File: config.mk
export PLATFORM = sky130hd
export DESIGN_NAME = fp_ldst_check
export DESIGN_NICKNAME = d
export VERILOG_FILES = /design/src/rtl/fp_ldst_pkg.sv /design/src/rtl/fp_ldst_ea.sv /design/src/rtl/fp_ldst_asi.sv /design/src/rtl/fp_ldst_align.sv /design/src/rtl/fp_ldst_check.sv
export SDC_FILE = /design/constraint.sdc
export NUM_CORES = 1
export LEC_CHECK = 0
export BUFFER_PORTS_ARGS = -buffer_cell sky130_fd_sc_hd__buf_2
export CAP_MARGIN = 15
export CORE_AREA = 8 8 186 188
export DETAILED_ROUTE_END_ITERATION = 8
export DIE_AREA = 0 0 194 196
export HOLD_SLACK_MARGIN = 0.05
export PLACE_DENSITY = 0.81
export SETUP_SLACK_MARGIN = 0.2
export SKIP_CTS_REPAIR_TIMING = 1
export SYNTH_ARGS = -nofsm -noshare
export SYNTH_HDL_FRONTEND = slang
export SYNTH_HIERARCHICAL = 1
export SYNTH_SLANG_ARGS = --single-unit
File: constraint.sdc
create_clock -name clk_i -period 1.2 [get_ports clk_i]
set_clock_uncertainty 0.2 [all_clocks]
set_input_delay 0 -clock clk_i [delete_from_list [all_inputs] [get_ports clk_i]]
set_output_delay 0 -clock clk_i [all_outputs]
set_load 0.02 [all_outputs]
File: src/rtl/fp_ldst_pkg.sv
package fp_ldst_pkg;
  typedef enum logic [1:0] {
    SZ_WORD   = 2'd0,
    SZ_STATUS = 2'd1,
    SZ_QUAD   = 2'd2,
    SZ_DOUBLE = 2'd3
  } size_e;
endpackage

File: src/rtl/fp_ldst_ea.sv
module fp_ldst_ea #(
  parameter int AW    = 64,
  parameter int IMM_W = 13
) (
  input  logic             imm_sel_i,
  input  logic [AW-1:0]    rs1_i,
  input  logic [AW-1:0]    rs2_i,
  input  logic [IMM_W-1:0] imm_i,
  output logic [AW-1:0]    addr_o
);
  localparam int EXT_W = AW - IMM_W;
  logic [AW-1:0] opnd_b;

  assign opnd_b = imm_sel_i ? {{EXT_W{imm_i[IMM_W-1]}}, imm_i} : rs2_i;
  assign addr_o = rs1_i + opnd_b;
endmodule

File: src/rtl/fp_ldst_asi.sv
module fp_ldst_asi #(
  parameter int          ASI_W     = 8,
  parameter logic [7:0]  ASI_LIMIT = 8'h8B
) (
  input  logic [1:0]       space_i,   // op3[5:4]
  input  logic             imm_sel_i,
  input  logic [ASI_W-1:0] state_asi_i,
  input  logic [ASI_W-1:0] insn_asi_i,
  output logic [ASI_W-1:0] asi_o,
  output logic             divert_o
);
  localparam logic [ASI_W-1:0] LIMIT = ASI_W'(ASI_LIMIT);
  logic alt;

  assign alt      = space_i[0];
  assign asi_o    = !alt ? '0 : (imm_sel_i ? state_asi_i : insn_asi_i);
  assign divert_o = (space_i == 2'b11) && (asi_o > LIMIT);
endmodule

File: src/rtl/fp_ldst_align.sv
module fp_ldst_align
  import fp_ldst_pkg::*;
#(
  parameter int RD_W = 5
) (
  input  size_e           size_i,
  input  logic [RD_W-1:0] rd_i,
  input  logic            narrow_i,
  input  logic [2:0]      addr_lo_i,
  input  logic            divert_i,
  output logic            trap_o
);
  logic need8;

  always_comb begin
    unique case (size_i)
      SZ_STATUS: need8 = (rd_i != '0);
      SZ_DOUBLE: need8 = narrow_i;
      default:   need8 = 1'b0;
    endcase
  end

  // diverted accesses skip the check
  assign trap_o = !divert_i &&
                  ((addr_lo_i[1:0] != 2'b00) || (need8 && addr_lo_i[2]));
endmodule

File: src/rtl/fp_ldst_check.sv
module fp_ldst_check
  import fp_ldst_pkg::*;
#(
  parameter int         AW        = 64,
  parameter int         ASI_W     = 8,
  parameter int         IMM_W     = 13,
  parameter int         RD_W      = 5,
  parameter logic [7:0] ASI_LIMIT = 8'h8B,
  parameter int         STEP      = 4
) (
  input  logic             clk_i,
  input  logic             rst_ni,
  input  logic             valid_i,
  input  logic [5:0]       op3_i,
  input  logic             imm_sel_i,
  input  logic [IMM_W-1:0] insn_lo_i,
  input  logic [RD_W-1:0]  rd_i,
  input  logic [AW-1:0]    rs1_val_i,
  input  logic [AW-1:0]    rs2_val_i,
  input  logic [ASI_W-1:0] state_asi_i,
  input  logic             narrow_model_i,
  input  logic [AW-1:0]    pc_i,
  input  logic [AW-1:0]    npc_i,
  output logic             valid_o,
  output logic [AW-1:0]    addr_o,
  output logic [ASI_W-1:0] asi_o,
  output logic             is_store_o,
  output logic             align_trap_o,
  output logic             divert_o,
  output logic [AW-1:0]    pc_o,
  output logic [AW-1:0]    npc_o
);
  localparam int ASI_LSB = 5;
  localparam logic [AW-1:0] STEP_V = AW'(STEP);

  logic [AW-1:0]    ea;
  logic [ASI_W-1:0] asi_sel;
  logic             div_c, trap_c, ok_c;
  logic [AW-1:0]    pc_c, npc_c;
  logic             unused_op3_b3;

  assign unused_op3_b3 = op3_i[3];

  fp_ldst_ea #(.AW(AW), .IMM_W(IMM_W)) i_ea (
    .imm_sel_i (imm_sel_i),
    .rs1_i     (rs1_val_i),
    .rs2_i     (rs2_val_i),
    .imm_i     (insn_lo_i),
    .addr_o    (ea)
  );

  fp_ldst_asi #(.ASI_W(ASI_W), .ASI_LIMIT(ASI_LIMIT)) i_asi (
    .space_i     (op3_i[5:4]),
    .imm_sel_i   (imm_sel_i),
    .state_asi_i (state_asi_i),
    .insn_asi_i  (insn_lo_i[ASI_LSB +: ASI_W]),
    .asi_o       (asi_sel),
    .divert_o    (div_c)
  );

  fp_ldst_align #(.RD_W(RD_W)) i_align (
    .size_i    (size_e'(op3_i[1:0])),
    .rd_i      (rd_i),
    .narrow_i  (narrow_model_i),
    .addr_lo_i (ea[2:0]),
    .divert_i  (div_c),
    .trap_o    (trap_c)
  );

  assign ok_c  = !trap_c && !div_c;
  assign pc_c  = ok_c ? npc_i : pc_i;
  assign npc_c = ok_c ? npc_i + STEP_V : npc_i;

  always_ff @(posedge clk_i or negedge rst_ni) begin
    if (!rst_ni) begin
      valid_o      <= 1'b0;
      addr_o       <= '0;
      asi_o        <= '0;
      is_store_o   <= 1'b0;
      align_trap_o <= 1'b0;
      divert_o     <= 1'b0;
      pc_o         <= '0;
      npc_o        <= '0;
    end else begin
      valid_o <= valid_i;
      if (valid_i) begin
        addr_o       <= ea;
        asi_o        <= asi_sel;
        is_store_o   <= op3_i[2];
        align_trap_o <= trap_c;
        divert_o     <= div_c;
        pc_o         <= pc_c;
        npc_o        <= npc_c;
      end
    end
  end

  p_valid_follow_r1: assert property (@(posedge clk_i) disable iff (!rst_ni)
    valid_i |=> valid_o);
  p_trap_div_excl_r5: assert property (@(posedge clk_i) disable iff (!rst_ni)
    valid_o |-> !(align_trap_o && divert_o));
  p_store_dir_r9: assert property (@(posedge clk_i) disable iff (!rst_ni)
    valid_i |=> (is_store_o == $past(op3_i[2])));
  p_reg_sum_r2: assert property (@(posedge clk_i) disable iff (!rst_ni)
    (valid_i && !imm_sel_i) |=> (addr_o == $past(rs1_val_i) + $past(rs2_val_i)));
  p_advance_r10: assert property (@(posedge clk_i) disable iff (!rst_ni)
    valid_i |=> ((align_trap_o || divert_o) ?
                 (pc_o == $past(pc_i) && npc_o == $past(npc_i)) :
                 (pc_o == $past(npc_i) && npc_o == $past(npc_i) + STEP_V)));
  p_no_div_alt0_r5: assert property (@(posedge clk_i) disable iff (!rst_ni)
    (valid_i && op3_i[5:4] != 2'b11) |=> !divert_o);
endmodule

# Word level (Yosys, flattened, before mapping)

Cells that the tools add are included.

Register bits: 204
Word-level logic and storage cells: 29

Multiplexer cells: 6
Reduce and logical (&&, ||, !) cells: 9
Add/sub/neg operators: 2
Magnitude comparators: 1
Equality and inequality tests: 3

Operators by type and width:

| operator                                                               | number |
|---|---|
| 64-bit two-way mux                                                     | 3 |
| 64-bit by 3-bit adder with 64-bit output (second input constant)       | 1 |
| 64-bit adder                                                           | 1 |
| 8-bit two-way mux                                                      | 2 |
| 8-bit > comparator (second input constant)                             | 1 |
| 5-bit nonzero test                                                     | 1 |
| 2-bit equality test (second input constant)                            | 2 |
| 1-bit logical AND                                                      | 4 |
| 2-bit by 1-bit equality test with 1-bit output (second input constant) | 1 |
| 1-bit logical NOT                                                      | 2 |
| 1-bit one-hot mux with 2 select lines                                  | 1 |
| 2-bit nonzero test                                                     | 1 |
| 1-bit logical OR                                                       | 1 |

# Longest topological paths before layout

Depth after elaboration: 9
Mapped depth: 17
Mapped depth without buffers: 13

# Hierarchy

The synthesis kept the hierarchy.

Modules (own cells, without submodules):

| module        | cells an instance | times used | seq. area each (µm²) | area each (µm²) |
|---|---|---|---|---|
| fp_ldst_check | 960               | 1          | 5104.9               | 9394.0 |
| fp_ldst_ea    | 707               | 1          | 0.0                  | 4525.6 |
| fp_ldst_asi   | 22                | 1          | 0.0                  | 157.7 |
| fp_ldst_align | 6                 | 1          | 0.0                  | 42.5 |

# Worst setup path before layout

No wires, ideal clock.

Kind: input to register
Start point: input port imm_sel_i
End point: register npc_o[51]
Buffers on the path: 5
Stages on the path: 16
Setup time: 82 ps
Slack: -3128 ps
Data required time: 918 ps
Arrival time: 4046 ps
Cell sequence: clkbuf_1 > buf_1 > mux2_2 > ha_1 > fa_1 > xor2_1 > nand4b_1 > o22ai_1 > or2_1 > buf_6 > or3_4 > buf_6 > or4_1 > buf_2 > or4_1 > a31oi_1

Elaborated cells on any way between the ends: 14
Classes of those cells: 1 x add/sub; 1 x order compare; 4 x mux; 8 x reduce/logical

RTL lines:

| item                 | line                | text |
|---|---|---|
| from (decl)          | fp_ldst_check.sv:15 | `input logic imm_sel_i,` |
| 64-bit two-way mux   | fp_ldst_ea.sv:14    | `assign opnd_b = imm_sel_i ? {{EXT_W{imm_i[IMM_W-1]}}, imm_i} : rs2_i;` |
| 64-bit adder         | fp_ldst_ea.sv:15    | `assign addr_o = rs1_i + opnd_b;` |
| via ea[2]            | fp_ldst_check.sv:36 | `logic [AW-1:0] ea;` |
| 1-bit logical AND    | fp_ldst_align.sv:25 | `((addr_lo_i[1:0] != 2'b00) \|\| (need8 && addr_lo_i[2]));` |
| 1-bit logical OR     | fp_ldst_align.sv:25 |  |
| 1-bit logical AND    | fp_ldst_align.sv:24 | `assign trap_o = !divert_i &&` |
| via trap_c           | fp_ldst_check.sv:38 | `logic div_c, trap_c, ok_c;` |
| 1-bit logical NOT    | fp_ldst_check.sv:70 | `assign ok_c = !trap_c && !div_c;` |
| 1-bit logical AND    | fp_ldst_check.sv:70 |  |
| 64-bit two-way mux   | fp_ldst_check.sv:72 | `assign npc_c = ok_c ? npc_i + STEP_V : npc_i;` |
| to (signal assigned) | fp_ldst_check.sv:93 | `npc_o <= npc_c;` |
| to (decl)            | fp_ldst_check.sv:31 | `output logic [AW-1:0] npc_o` |

The timed path passes the listed nets, and every way through them passes these cells.
A chain may end at the register's enable or synchronous reset.

# Final worst setup path

Start point: input port imm_sel_i
End point: register addr_o[46]

Longest elaborated chain between the ends: 2

RTL lines:

| item                 | line                | text |
|---|---|---|
| 64-bit two-way mux   | fp_ldst_ea.sv:14    |  |
| 64-bit adder         | fp_ldst_ea.sv:15    |  |
| via ea[46]           | fp_ldst_check.sv:36 |  |
| to (signal assigned) | fp_ldst_check.sv:77 | `addr_o <= '0;` |
| to (signal assigned) | fp_ldst_check.sv:87 | `addr_o <= ea;` |
| to (decl)            | fp_ldst_check.sv:25 | `output logic [AW-1:0] addr_o,` |

The timed path passes the listed nets, and every way through them passes these cells.

==> flow_summary_export.csv <==
group,metric,value,unit
timing,tightest_slew,0.840,ns
clocking,cts_sinks,204,
clocking,cts_made_buffers,25,
synthesis,syn_nets,2053,
final_layout,drive_above_1_share,48.0,%
synthesis,synthCells,1695,
placement,post-dp-hpwl,48100,um
final_layout,final_core_util,77.2,%
synthesis,synth_edf_count,0,
timing,fin_crit_sh,266,%
power_and_ir_drop,internal-power,0.0190,W
placement,place.gp.congestion,0.973,
power_and_ir_drop,combPwrFrac,45.3,%
setup_path,end_kind,"register",
timing,hold-worst-slack,-0.868,ns
route,remaining_drc_errors,0,
timing,max-slew-margin-rel,43.6,%
synthesis,ys_types,72,
final_layout,layout.nets,3089,
timing,maxSlewViolCount,0,
grt,antenna_found_initial,3,
grt,grt_max_degree,70,
floorplanning,die_h,196,um
timing,postLayoutSetupSlackWorst,-2.00,ns
setup_path,r2r_slack,0.06,ns
clocking,cts_tree,"yes",
grt,grt_pass1_vias,17277,
floorplanning,io-pin-count,497,
synthesis,ys_top_cells_by_area,"dfrtp_1, mux2_2, ha_1",
timing,rsz0062_at_grt,"yes",
power_and_ir_drop,netSwitchingFraction,39.5,%
timing,min_period,3.20,ns
floorplanning,initial_core_util,44.3,%
run,max-cap-violations,0,
synthesis,synth_warnings,6,
synthesis,ys_seq_area_share,36.2,%
final_layout,design_area,0.0246,mm2
floorplanning,rows,66,
outcome,violations,"negative hold slack, negative setup slack",
power_and_ir_drop,p_sw,0.0124,W
synthesis,synth_largest_area_cell,"dfrtp_1",
final_layout,syn_to_final_growth,74.3,%
setup_path,crit_arrival,3.44,ns
floorplanning,dieArea,0.0380,mm2
final_layout,final_common_cell,"buf_2",
power_and_ir_drop,p_leak,12.0,nW
synthesis,synth_area,0.0141,mm2
timing,hold_violations,303,
synthesis,synth_area_per_cell,8.33,um2
power_and_ir_drop,p_per_area,1280,mW/mm2
route,wl_met1,26600,um
timing,setup_viol,394,
power_and_ir_drop,clkPwrFrac,25.7,%
timing,fmax,313,MHz
power_and_ir_drop,ir_worst_vdd,1.30,mV
clocking,clk_pin_slew,0.07,ns
synthesis,synthArstFlopShare,100,%
grt,grt_overflow,0,
grt,grt_first_pass_wirelength,93000,um
power_and_ir_drop,sequentialPowerShare,29.0,%
placement,io_buffers,495,
synthesis,synth-seq-cells,204,
synthesis,synthFlopType,"dfrtp_1",
timing,tns,-264.54,ns
route,highest_layer,"met5",
floorplanning,dieWidth,194,um
clocking,htreeDepth,1,
power_and_ir_drop,power.total,0.0314,W
route,vias,19246,
route,wl,77000,um
placement,place_area,0.0203,mm2
route,viasPerCell,6.09,
setup_path,cp_data_required_time,1.45,ns
clocking,cts_root_buf,"clkbuf_16",
route,firstDrtPassIters,6,
setup_path,crit_path_start_kind,"input pin",
setup_path,path_class,"in2reg",
setup_path,cp_max_fo,7,
route,drtIter0Drc,1937,
route,wl_per_cell,24.4,um
clocking,clockBufferDepth,3,
route,wl_met2,35900,um
outcome,status,"complete, but fails checks",
route,wl_met3,7990,um
route,ant_nets,0,
synthesis,yosysTopAreaCellShare,36.2,%
final_layout,layout_common_cells,"buf_2, buf_4, nand2_1",
clocking,clock_latency,0.55,ns
hold_path,hold_class,"in2async",
grt,grt_use_total,29.9,%
floorplanning,core-area,0.0319,mm2
## power by group through the flow
stage / Clock (W) / Combinational [W] / Sequential, W
final: 0.00808 / 0.0142 / 0.00912
after global routing: 0.00837 / 0.0149 / 0.00918
after CTS: 0.00790 / 0.0115 / 0.00900
after detailed placement: 0 / 0.0114 / 0.00908
after global placement: 0 / 0.0112 / 0.00903
after floorplan: 0 / 0.00458 / 0.0106
## worst max-delay path: stages
cell	delay (ns)
buf_12	0.11
buf_8	0.14
buf_8	0.13
nand2_4	0.07
buf_8	0.14
buf_6	0.12
o21ai_1	0.09
ha_1	0.42
nand2_2	0.11
nor3_2	0.32
nand2_1	0.11
or4_4	0.44
o31ai_4	0.41
buf_4	0.19
buf_6	0.10
a21boi_4	0.06
o21ai_2	0.14
xor2_1	0.07
mux2_2	0.26
## layer usage
metal	vias to the layer above	global-route usage (%)
met5	-	0
met2	1556	51.8
met4	4	13.5
met3	528	5.74
met1	9032	35.6
li1	8126	-
## registers in the layout (all words and copies together) (netlist names)
signal / cells
divert_o: 1
align_trap_o: 1
valid_o: 1
npc_o: 64
pc_o: 64
addr_o: 64
is_store_o: 1
asi_o: 8
## final timing paths
path	startpoint	endpoint	cells past startpoint
hold / removal	rst_ni	npc_o[17]	1
setup reg to reg	npc_o[63]	npc_o[63]	3
min in group clk_i	npc_i[51]	pc_o[51]	3
hold reg to reg	is_store_o	is_store_o	1
setup / recovery	imm_sel_i	addr_o[46]	19
max in group asynchronous	rst_ni	addr_o[12]	3
## layout make-up
class	count	area, um2
Clock inverter	13	145
Fill cell	1877	7270
Clock buffer	31	688
Timing Repair Buffer	1121	8110
Antenna cell	3	7.51
Multi-Input combinational cell	1301	9750
Tap cell	408	510
Sequential cell	204	5100
Inverter	78	295
## logic make-up after synthesis
| group | Yosys count | share of synthesized area [%] |
|---|---|---|
| flip-flops | 204 | 36.2 |
| AND/OR/NAND/NOR | 604 | 19.9 |
| buffers and inverters | 190 | 5.29 |
| AO/OA/AOI/OAI | 434 | 18.9 |
| multiplexers | 100 | 7.89 |
| adder cells (fa/ha/maj) | 65 | 5.81 |
| XOR/XNOR | 98 | 6.08 |
## cell usage after synthesis, drive strengths merged (3+ instances only)
master  instances
a311oi          4
o21bai         18
o31ai           9
o22ai           4
a21boi          7
a211oi          7
and4            5
buf            19
and3           12
o211ai          6
nor3           20
o21a            6
nand2b          3
or3            18
o21ai         100
a221o           3
mux2i          10
dfrtp         204
xnor2          67
nor4           29
nand2         213
mux2           90
o41ai           4
nand4b          4
ha             64
nor2b           5
nand3          41
inv            78
nor2          181
a21oi         124
or4            15
a21o           38
a31oi          88
or2             5
clkbuf         93
xor2           31
nand4          42
## per-stage QoR
| step | setup WS [ns] | cells |
|---|---|---|
| after global placement | -2.60 | 2899 |
| after global routing | -2.11 | 3157 |
| after floorplan | -2.63 | 1695 |
| after detailed placement | -2.64 | 2899 |
| after CTS | -2.07 | 2943 |
| final | -2.00 | 3159 |
(Power assumes the default switching activity.)
